==> config.mk <==
export PLATFORM = sky130hd
export DESIGN_NAME = pt_walker
export DESIGN_NICKNAME = d
export VERILOG_FILES = /design/src/rtl/ptw_pkg.sv /design/src/rtl/ptw_base_reg.sv /design/src/rtl/ptw_entry_decode.sv /design/src/rtl/ptw_fsm.sv /design/src/rtl/pt_walker.sv
export SDC_FILE = /design/constraint.sdc
export NUM_CORES = 1
export LEC_CHECK = 0
export ABC_AREA = 0
export CAP_MARGIN = 20
export CORE_ASPECT_RATIO = 1.5
export CORE_MARGIN = 1
export CORE_UTILIZATION = 52
export CTS_BUF_LIST = sky130_fd_sc_hd__clkbuf_2 sky130_fd_sc_hd__clkbuf_4 sky130_fd_sc_hd__clkbuf_8
export CTS_CLUSTER_SIZE = 28
export DETAILED_ROUTE_END_ITERATION = 16
export PLACE_DENSITY = 0.88
export SETUP_SLACK_MARGIN = 0.1
export SKIP_CTS_REPAIR_TIMING = 1
export SYNTH_ARGS = -nofsm -noshare
export SYNTH_HDL_FRONTEND = slang
export SYNTH_SLANG_ARGS = --single-unit
export TNS_END_PERCENT = 1
==> constraint.sdc <==
create_clock -name clk -period 4.85 [get_ports clk]
set_input_delay 0.485 -clock clk [delete_from_list [all_inputs] [get_ports clk]]
set_output_delay 0.485 -clock clk [all_outputs]
set_load 0.005 [all_outputs]
==> src/rtl/ptw_pkg.sv <==
package ptw_pkg;

   typedef enum logic [1:0] {
      PTW_IDLE  = 2'd0,
      PTW_ISSUE = 2'd1,
      PTW_WAIT  = 2'd2,
      PTW_DONE  = 2'd3
   } ptw_state_e;

   typedef struct packed {
      logic fault;
      logic dirty;
   } ptw_flags_t;

endpackage

==> src/rtl/ptw_base_reg.sv <==
module ptw_base_reg #(
   parameter int          AW         = 32,
   parameter int          ALIGN_LSB  = 2,
   parameter logic [31:0] RESET_BASE = 32'h0
) (
   input  logic          clk,
   input  logic          rst_n,
   input  logic          wr_en,
   input  logic [AW-1:0] wr_data,
   input  logic          supervisor,
   output logic [AW-1:0] base_q,
   output logic          wr_denied
);

   localparam int KEEP_W = AW - ALIGN_LSB;

   generate
      if (ALIGN_LSB < 0 || ALIGN_LSB >= AW) begin : g_bad_align
         $error("ptw_base_reg: ALIGN_LSB out of range");
      end
   endgenerate

   logic wr_ok;
   assign wr_ok = wr_en & supervisor;

   generate
      if (ALIGN_LSB > 0) begin : g_aligned
         logic [KEEP_W-1:0] hi_q;
         always_ff @(posedge clk or negedge rst_n) begin
            if (!rst_n) begin
               hi_q <= RESET_BASE[AW-1:ALIGN_LSB];
            end else if (wr_ok) begin
               hi_q <= wr_data[AW-1:ALIGN_LSB];
            end
         end
         assign base_q = {hi_q, {ALIGN_LSB{1'b0}}};
      end else begin : g_full
         logic [AW-1:0] full_q;
         always_ff @(posedge clk or negedge rst_n) begin
            if (!rst_n) begin
               full_q <= RESET_BASE[AW-1:0];
            end else if (wr_ok) begin
               full_q <= wr_data;
            end
         end
         assign base_q = full_q;
      end
   endgenerate

   always_ff @(posedge clk or negedge rst_n) begin
      if (!rst_n) begin
         wr_denied <= 1'b0;
      end else begin
         wr_denied <= wr_en & ~supervisor;
      end
   end

   // a user-mode write leaves the base as it was
   p_user_ignored_r8: assert property (@(posedge clk) disable iff (!rst_n)
      (wr_en && !supervisor) |=> $stable(base_q));

   // the denial flag follows only a rejected write
   p_denied_cause_r8: assert property (@(posedge clk) disable iff (!rst_n)
      $rose(wr_denied) |-> ($past(wr_en) && !$past(supervisor)));

   // aligned low bits never set
   generate
      if (ALIGN_LSB > 0) begin : g_chk_align
         p_align_r12: assert property (@(posedge clk) disable iff (!rst_n)
            base_q[ALIGN_LSB-1:0] == '0);
      end
   endgenerate

endmodule

==> src/rtl/ptw_entry_decode.sv <==
module ptw_entry_decode
   import ptw_pkg::*;
#(
   parameter int AW        = 32,
   parameter int PTE_W     = 32,
   parameter int OFFSET_W  = 12,
   parameter int VALID_BIT = 0,
   parameter int DIRTY_BIT = 1
) (
   input  logic [PTE_W-1:0]    pte,
   input  logic [OFFSET_W-1:0] offset,
   output logic [AW-1:0]       paddr,
   output ptw_flags_t          flags
);

   localparam int PPN_W     = AW - OFFSET_W;
   localparam int PTE_PPN_W = PTE_W - OFFSET_W;

   generate
      if (OFFSET_W <= 0 || OFFSET_W >= AW) begin : g_bad_off
         $error("ptw_entry_decode: OFFSET_W out of range");
      end
      if (VALID_BIT >= OFFSET_W || DIRTY_BIT >= OFFSET_W || VALID_BIT == DIRTY_BIT) begin : g_bad_bits
         $error("ptw_entry_decode: condition bits must sit below the page number and differ");
      end
   endgenerate

   logic             ent_valid;
   logic [PPN_W-1:0] ppn;

   assign ent_valid = pte[VALID_BIT];

   generate
      if (PTE_PPN_W >= PPN_W) begin : g_ppn_trunc
         assign ppn = pte[OFFSET_W +: PPN_W];
      end else begin : g_ppn_ext
         assign ppn = {{(PPN_W-PTE_PPN_W){1'b0}}, pte[PTE_W-1:OFFSET_W]};
      end
   endgenerate

   always_comb begin
      flags.fault = ~ent_valid;
      flags.dirty = ent_valid & pte[DIRTY_BIT];
      paddr       = ent_valid ? {ppn, offset} : '0;
   end

endmodule

==> src/rtl/ptw_fsm.sv <==
module ptw_fsm
   import ptw_pkg::*;
#(
   parameter int AW = 32
) (
   input  logic          clk,
   input  logic          rst_n,
   input  logic          req_valid,
   output logic          req_ready,
   output logic          accept,
   input  logic [AW-1:0] entry_addr,
   output logic          mem_req_valid,
   input  logic          mem_req_ready,
   output logic [AW-1:0] mem_req_addr,
   input  logic          mem_rsp_valid,
   output logic          capture,
   output logic          done
);

   ptw_state_e    state_q, state_d;
   logic [AW-1:0] addr_q;

   assign req_ready     = (state_q == PTW_IDLE);
   assign accept        = req_valid & req_ready;
   assign mem_req_valid = (state_q == PTW_ISSUE);
   assign mem_req_addr  = addr_q;
   assign capture       = (state_q == PTW_WAIT) & mem_rsp_valid;
   assign done          = (state_q == PTW_DONE);

   always_comb begin
      state_d = state_q;
      unique case (state_q)
         PTW_IDLE:  if (req_valid)     state_d = PTW_ISSUE;
         PTW_ISSUE: if (mem_req_ready) state_d = PTW_WAIT;
         PTW_WAIT:  if (mem_rsp_valid) state_d = PTW_DONE;
         PTW_DONE:                     state_d = PTW_IDLE;
         default:                      state_d = PTW_IDLE;
      endcase
   end

   always_ff @(posedge clk or negedge rst_n) begin
      if (!rst_n) begin
         state_q <= PTW_IDLE;
         addr_q  <= '0;
      end else begin
         state_q <= state_d;
         if (accept) begin
            addr_q <= entry_addr;
         end
      end
   end

   // completion lasts a single cycle
   p_done_pulse_r5: assert property (@(posedge clk) disable iff (!rst_n)
      done |=> !done);

   // completion only follows a sampled response
   p_done_cause_r5: assert property (@(posedge clk) disable iff (!rst_n)
      $rose(done) |-> $past(mem_rsp_valid));

   // request held steady while memory stalls
   p_req_hold_r10: assert property (@(posedge clk) disable iff (!rst_n)
      (mem_req_valid && !mem_req_ready) |=> (mem_req_valid && $stable(mem_req_addr)));

   // no new acceptance while a walk is open
   p_busy_r6: assert property (@(posedge clk) disable iff (!rst_n)
      (mem_req_valid || done) |-> !req_ready);

   // read address fixed from acceptance onward
   p_addr_fixed_r11: assert property (@(posedge clk) disable iff (!rst_n)
      (!req_ready && !$past(req_ready)) |-> $stable(mem_req_addr));

endmodule

==> src/rtl/pt_walker.sv <==
module pt_walker
   import ptw_pkg::*;
#(
   parameter int          AW         = 32,
   parameter int          PTE_W      = 32,
   parameter int          OFFSET_W   = 12,
   parameter int          VALID_BIT  = 0,
   parameter int          DIRTY_BIT  = 1,
   parameter logic [31:0] RESET_BASE = 32'h0
) (
   input  logic          clk,
   input  logic          rst_n,
   input  logic          req_valid,
   output logic          req_ready,
   input  logic [AW-1:0] req_vaddr,
   input  logic          base_wr_en,
   input  logic [AW-1:0] base_wr_data,
   input  logic          supervisor,
   output logic          base_wr_denied,
   output logic          mem_req_valid,
   input  logic          mem_req_ready,
   output logic [AW-1:0] mem_req_addr,
   input  logic          mem_rsp_valid,
   input  logic [PTE_W-1:0] mem_rsp_data,
   output logic          done,
   output logic [AW-1:0] done_paddr,
   output logic          done_fault,
   output logic          done_dirty
);

   localparam int VPN_W       = AW - OFFSET_W;
   localparam int ENTRY_BYTES = PTE_W / 8;
   localparam int ENTRY_SHIFT = $clog2(ENTRY_BYTES);

   generate
      if (PTE_W % 8 != 0 || (1 << ENTRY_SHIFT) != ENTRY_BYTES) begin : g_bad_pte
         $error("pt_walker: PTE_W must be a power-of-two number of bytes");
      end
      if (AW > 32) begin : g_bad_aw
         $error("pt_walker: AW above 32 not supported by RESET_BASE");
      end
   endgenerate

   logic [AW-1:0]       base_q;
   logic [VPN_W-1:0]    vpn;
   logic [AW-1:0]       entry_addr;
   logic                accept;
   logic                capture;
   logic [OFFSET_W-1:0] offset_q;
   logic [AW-1:0]       dec_paddr;
   ptw_flags_t          dec_flags;
   logic [AW-1:0]       paddr_q;
   ptw_flags_t          flags_q;

   ptw_base_reg #(
      .AW         (AW),
      .ALIGN_LSB  (ENTRY_SHIFT),
      .RESET_BASE (RESET_BASE)
   ) u_base (
      .clk        (clk),
      .rst_n      (rst_n),
      .wr_en      (base_wr_en),
      .wr_data    (base_wr_data),
      .supervisor (supervisor),
      .base_q     (base_q),
      .wr_denied  (base_wr_denied)
   );

   assign vpn        = req_vaddr[AW-1:OFFSET_W];
   assign entry_addr = base_q + (AW'(vpn) << ENTRY_SHIFT);

   ptw_fsm #(
      .AW (AW)
   ) u_fsm (
      .clk           (clk),
      .rst_n         (rst_n),
      .req_valid     (req_valid),
      .req_ready     (req_ready),
      .accept        (accept),
      .entry_addr    (entry_addr),
      .mem_req_valid (mem_req_valid),
      .mem_req_ready (mem_req_ready),
      .mem_req_addr  (mem_req_addr),
      .mem_rsp_valid (mem_rsp_valid),
      .capture       (capture),
      .done          (done)
   );

   always_ff @(posedge clk or negedge rst_n) begin
      if (!rst_n) begin
         offset_q <= '0;
      end else if (accept) begin
         offset_q <= req_vaddr[OFFSET_W-1:0];
      end
   end

   ptw_entry_decode #(
      .AW        (AW),
      .PTE_W     (PTE_W),
      .OFFSET_W  (OFFSET_W),
      .VALID_BIT (VALID_BIT),
      .DIRTY_BIT (DIRTY_BIT)
   ) u_dec (
      .pte    (mem_rsp_data),
      .offset (offset_q),
      .paddr  (dec_paddr),
      .flags  (dec_flags)
   );

   always_ff @(posedge clk or negedge rst_n) begin
      if (!rst_n) begin
         paddr_q <= '0;
         flags_q <= '0;
      end else if (capture) begin
         paddr_q <= dec_paddr;
         flags_q <= dec_flags;
      end
   end

   assign done_paddr = paddr_q;
   assign done_fault = flags_q.fault;
   assign done_dirty = flags_q.dirty;

   // a faulting completion carries no address and no dirty flag
   p_fault_clean_r4: assert property (@(posedge clk) disable iff (!rst_n)
      (done && done_fault) |-> (done_paddr == '0 && !done_dirty));

   // a successful completion keeps the offset captured at acceptance
   p_offset_keep_r3: assert property (@(posedge clk) disable iff (!rst_n)
      (done && !done_fault) |-> (done_paddr[OFFSET_W-1:0] == offset_q));

endmodule

==> metrics.txt, run 1 <==
minimum clock period roughly 2.8 ns; layout cells sized above 1 around a tenth; routed wire length approximately 13000 um; aggregate global routing overflow 0; Synth Instances a little under 600; final hold vios 0; Ports ~170; asr flop ratio synth 100%; Pleak around 0.0033 uW; setup tns final 0 ns; number of synthesized register bits roughly 110; core region area between 10000 and 15000 um2; Setup Skew approximately 0.011 ns; status completed; Die H ~130 um; Critical Path Stages 11; Slew Viols, Final 0; Fmax 353 MHz; row count 46; GP Congestion a little over 0.9; worst flop-to-flop path endpoint u_fsm.mem_req_addr[24]; via count approximately 4800; I/O Buffers about 160; GRT Util Overall between 20% and 30%; critical path cell sequence clkdlybuf4s50_1, ha_1, inv_1, fa_1, and2b_1, o2111ai_1, a31oi_1, o21ai_0, o211ai_1, mux2i_1, a21oi_1; Worst Hold Class in -> async; crit-path max FO 3; cells on worst reg2reg path 10; Crit. Startpoint req_vaddr[12]; RSZ-0062 raised after global routing false; final cycle utilization of the critical path approximately three fifths; top_reg_cell synth dfrtp_1; CTS root buffer clkbuf_8; CTS Buf Count 9; share of the synthesized area in the top cell type just under 50%; post-synthesis sequential area ratio about half; Pre-antenna DRT Iters 4; MaxCap Viol Count 0; drc violations 0; slowest cell on the critical path clkdlybuf4s50_1; CP Launch Type input pin; largest net degree at the start of global routing between 70 and 80; routed vias/inst 5.46; Max H-tree Level 3; most frequent cells in the layout 157 x clkdlybuf4s50_1, 151 x nand2_1, 109 x dfrtp_1; Least-Margin Pin Slew between 0.9 and 1 ns; hpwl dp between 10000 and 15000 um; Reg-to-Reg Start u_base.g_aligned.hi_q[0]; synth unique cells 57; arrival time worst endpoint between 3 and 4 ns; Synth area leader dfrtp_1; WL/cell roughly 15 um; vias in the first global route between 4000 and 5000; Slew headroom a little under two fifths; kind of critical path in -> reg; Buf/Inv on CP 2; Synth Cell Area 5620 um2; synth top area cells dfrtp_1 49%, nand2_1 10%, mux2_2 6.2%; worst setup path end u_fsm.mem_req_addr[24]; nets between 800 and 900; placed cell count between 800 and 900; clock latency at the later pin of the worst-skew pair around 0.37 ns; Ys Warns 0; Data required, critical path about 5.1 ns; Worst VDD drop approximately 0.00024 V; Avg Cell Area, Syn between 9 and 10 um2; Die X-Extent a little under 90 um; CTS tree built; Final ANT Viol Nets 0; CTS Sinks 109; die area 11200 um2; pwr dens 464 nW/um2; Clock Path Buffers 2; Initial Utilization between 50% and 60%; clock-pin slew on the worst setup and hold paths 0.11 ns; Post-Layout Cell Count between 800 and 900; initial antenna violation count 0; Area Growth Syn to Fin 32.1%; most common cell after layout, fill and taps aside clkdlybuf4s50_1; Reg2Reg Setup Slack approximately 2.3 ns; first-pass GRT wire length roughly 22000 um; CP delay by family, top compound AO/OA/AOI/OAI gates; diode count 0; Post-synth EDFFs 0; final setup vio count 0; CP peak stage delay approximately 0.46 ns; Setup crit end kind register; Starting DRT DRC Count between 150 and 200
## per-layer routing
metal  global-route usage (%)  share of wire, %  up-vias  routed length [um]
met4                     10.7               2.7        0                 360
met1                     28.2                38     2278                5120
met5                        0                 0        -                   0
li1                         -                 -     2293                   -
met2                     45.8                54      177                7260
met3                     4.97               5.6       29                 761
## worst min-delay path by stage
stage | start | to | slack [ns] | cells past startpoint
after floorplan | rst_n | done_dirty | 0.19 | 0
after detailed placement | offset_q[10] | offset_q[10] | 0.46 | 2
after global placement | offset_q[0] | offset_q[0] | 0.46 | 2
after CTS | rst_n | done_paddr[8] | 0.19 | 1
final | rst_n | done_paddr[8] | 0.17 | 1
after global routing | rst_n | offset_q[6] | 0.21 | 1
## through the flow
step	utilization [%]	area, um2	hold WS (ns)	total power [uW]	worst slack, ns
floorplan	-	5620	0.189	2160	2.54
CTS	70.3	7410	0.192	3480	2.09
global placement	68.5	7220	0.458	2860	1.74
finish	70.5	7420	0.174	3450	2.02
global route	70.5	7420	0.211	3710	1.93
detailed placement	68.5	7220	0.463	2940	1.71
## where the power goes
part	switching, uW	internal (uW)	total, uW
combinational	689	801	1490
clock	329	200	528
sequential	191	1240	1430
## cell families (layout without fill, tap and decap cells)
kind of cell	Yosys count	after routing	share of synthesized area, %
xor+xnor	22	22	3.43
buf+inv	50	189	4.14
other cells	1	2	0.0668
fa+ha+maj	25	25	5.70
simple gates	211	211	15.9
flops	109	109	48.6
compound gates	140	140	15.6
mux	33	33	6.57
## flip-flops by register name, summed over array words and instances (netlist names)
| name | flops |
|---|---|
| u_fsm.state_q | 2 |
| u_fsm.mem_req_addr | 30 |
| offset_q | 12 |
| u_base.g_aligned.hi_q | 30 |
| done_dirty | 1 |
| done_fault | 1 |
| u_base.wr_denied | 1 |
| done_paddr | 32 |
## final cells by class
cell class | count | area, um2
Clock buffer | 9 | 124
Timing Repair Buffer | 162 | 1620
Clock inverter | 7 | 66.3
Multi-Input combinational cell | 433 | 2670
Sequential cell | 109 | 2730
Inverter | 11 | 41.3
Fill cell | 796 | 3110
Tap cell | 144 | 180
## synth_stat cells (9+ instances only)
master,number
a21oi_1,22
xnor2_1,9
inv_1,11
mux2_2,31
nand2_1,153
nor2_1,15
ha_1,24
a21o_1,11
nand3_1,10
nand4_1,10
dfrtp_1,109
o21ai_0,66
xor2_1,13
clkbuf_1,28
## worst reg2reg max path, delay by kind of cell (launching register included)
family	cells	cell delay [ns]
AO/OA/AOI/OAI	5	1.01
buffers and inverters	1	0.06
adder cells (fa/ha/maj)	2	0.57
flip-flops	1	0.36
multiplexers	1	0.24
AND/OR/NAND/NOR	1	0.22
Note: power is estimated with default switching activity, not from simulation.
==> run 2: changes to the inputs <==
Settings changed: CORE_UTILIZATION 52 to 49, PLACE_DENSITY 0.88 to 0.83.
Clock period 4.85 ns to 2.74 ns, I/O delays scaled along.
==> run 2 against run 1 <==
  * The flow now finishes with violations (negative hold slack)
  * Via count decreased by 1.2%
  * Register-to-register slack got worse by 2.0 ns
  * Count of clock-buffer cells in the layout increased by 1
  * Largest cell class unchanged
  * Clock skew increased by 0.0055 ns
  * Wire length about the same
  * Non-clock buffer count increased by 4
  * Power increased by 82%
  * Worst setup slack got worse by 1.8 ns
  * Critical path depth increased by 1
  * Sequential cell count unchanged
  * Critical path type unchanged
==> metrics.txt, run 2 (synthesis results as in run 1) <==
hold_ws -0.0282 ns; CTS root buffer clkbuf_8; final setup vio count 0; RSZ-0062 raised after global routing false; nets about 860; largest net degree at the start of global routing approximately 70; Die X-Extent approximately 90 um; CTS tree built; Buf/Inv on CP 3; drc violations 0; initial antenna violation count 0; clock latency at the later pin of the worst-skew pair ~0.37 ns; pwr dens 837 nW/um2; kind of critical path in -> reg; vias in the first global route 4720; CP delay by family, top compound AO/OA/AOI/OAI gates; CTS Sinks 109; Clock Path Buffers 2; minimum clock period between 2 and 2.5 ns; CP Launch Type input pin; max reg flops 32; Setup Skew 0.0165 ns; crit-path max FO 6; Worst VDD drop around 0.00047 V; Least-Margin Pin Slew about 0.95 ns; arrival time worst endpoint roughly 2.7 ns; status complete, but fails checks; routed wire length approximately 13000 um; layout cells sized above 1 9.80%; clock-pin slew on the worst setup and hold paths approximately 0.10 ns; aggregate global routing overflow 0; Slew headroom a little over a third; routed vias/inst about 5.4; Slew Viols, Final 0; Starting DRT DRC Count around 200; Data required, critical path ~3.0 ns; diode count 0; MaxCap Viol Count 0; grt met2 use a little over two fifths; CTS Buf Count 9; hpwl dp just over 10000 um; grt met3 use under 10%; core region area between 10000 and 15000 um2; CP peak stage delay 0.47 ns; Pre-antenna DRT Iters 5; Initial Utilization just over 50%; total power draw between 6000 and 7000 uW; Fmax 405 MHz; failing checks negative hold slack; critical path cell sequence clkdlybuf4s50_1, ha_1, inv_1, fa_1, and2b_1, o2111ai_1, a31oi_1, buf_4, o21ai_2, a21oi_4, a31o_1, a31oi_1; Most Used Layer, Global Route met2; Area Growth Syn to Fin 33.5%; GP Congestion 0.928; WL/cell around 15 um; Pleak between 0.003 and 0.004 uW; row count 47; GRT Util Overall between 20% and 30%; final hold vios 51; Final ANT Viol Nets 0; Worst Hold Class in -> async; final cycle utilization of the critical path 90.2%; Ports 173; met1 GRT Util a little over a quarter; Die H 133 um; most frequent CP cell a31oi_1; Max H-tree Level 3; slowest cell on the critical path clkdlybuf4s50_1; most common cell after layout, fill and taps aside clkdlybuf4s50_1; I/O Buffers 158; via count ~4700; die area 11900 um2; Setup crit end kind register; first-pass GRT wire length about 22000 um; most frequent cells in the layout 157 x clkdlybuf4s50_1, 151 x nand2_1, 109 x dfrtp_1
==> run 2: cell count changes in the layout (fill, tap and decap cells not counted), sizes merged <==
cell and change:
bufinv +2, inv -1, clkbuf +1, clkinv -2, buf +4
==> run 2: path summary, 6_finish.rpt <==
| check | startpoint | to | slack (ns) | cells past startpoint |
|---|---|---|---|---|
| worst max-delay path | req_vaddr[12] | u_fsm.mem_req_addr[26] | 0.27 | 12 |
| worst min-delay path | rst_n | done_paddr[6] | -0.03 | 1 |
| worst max register to register | u_base.g_aligned.hi_q[0] | u_fsm.mem_req_addr[26] | 0.28 | 11 |
| worst min register to register | u_fsm.mem_req_addr[23] | u_fsm.mem_req_addr[23] | 0.48 | 2 |
| max in group asynchronous | rst_n | done_paddr[31] | 2.04 | 2 |
| min in group clk | req_vaddr[10] | offset_q[10] | 0.42 | 3 |
==> run 2: cell type report <==
type | instances | area, um2
fillers | 871 | 3610
flip-flops and latches | 109 | 2730
multi-input cells | 433 | 2670
repair buffers | 166 | 1650
well taps | 147 | 184
clock buffers | 10 | 138
clock inverters | 6 | 91.3
inverters | 11 | 41.3
==> run 2: metrics by stage <==
step                      setup TNS [ns]  cells  instance area (um2)  util [%]  setup slack, ns
after floorplan                        0    592                 5620         -            0.585
after global placement           -0.0464    866                 7270      65.4          -0.0237
after detailed placement          -0.293    866                 7270      65.4          -0.0957
after CTS                              0    882                 7500      67.5            0.294
after global routing                   0    882                 7500      67.5            0.134
final                                  0    882                 7500      67.5            0.268
==> run 2: power by group <==
| part | internal [uW] | total (uW) | switching (uW) |
|---|---|---|---|
| Combinational | 1430 | 2630 | 1200 |
| Sequential | 2190 | 2540 | 351 |
| Clock | 547 | 1100 | 555 |
==> run 2: routing by layer <==
metal,up-vias,share of wire [%],wire [um]
li1,2294,-,-
met1,2195,40,5360
met2,197,51,6920
met3,34,5.8,784
met4,0,3.2,426
met5,-,0,0
==> run 2: worst register-to-register path, stage by stage, from the launching register on <==
cell and delay, ns:
dfrtp_1 0.36, ha_1 0.17, inv_1 0.06, fa_1 0.39
and2b_1 0.24, o2111ai_1 0.14, a31oi_1 0.23, buf_4 0.16
o21ai_2 0.08, a21oi_4 0.23, a31o_1 0.19, a31oi_1 0.08
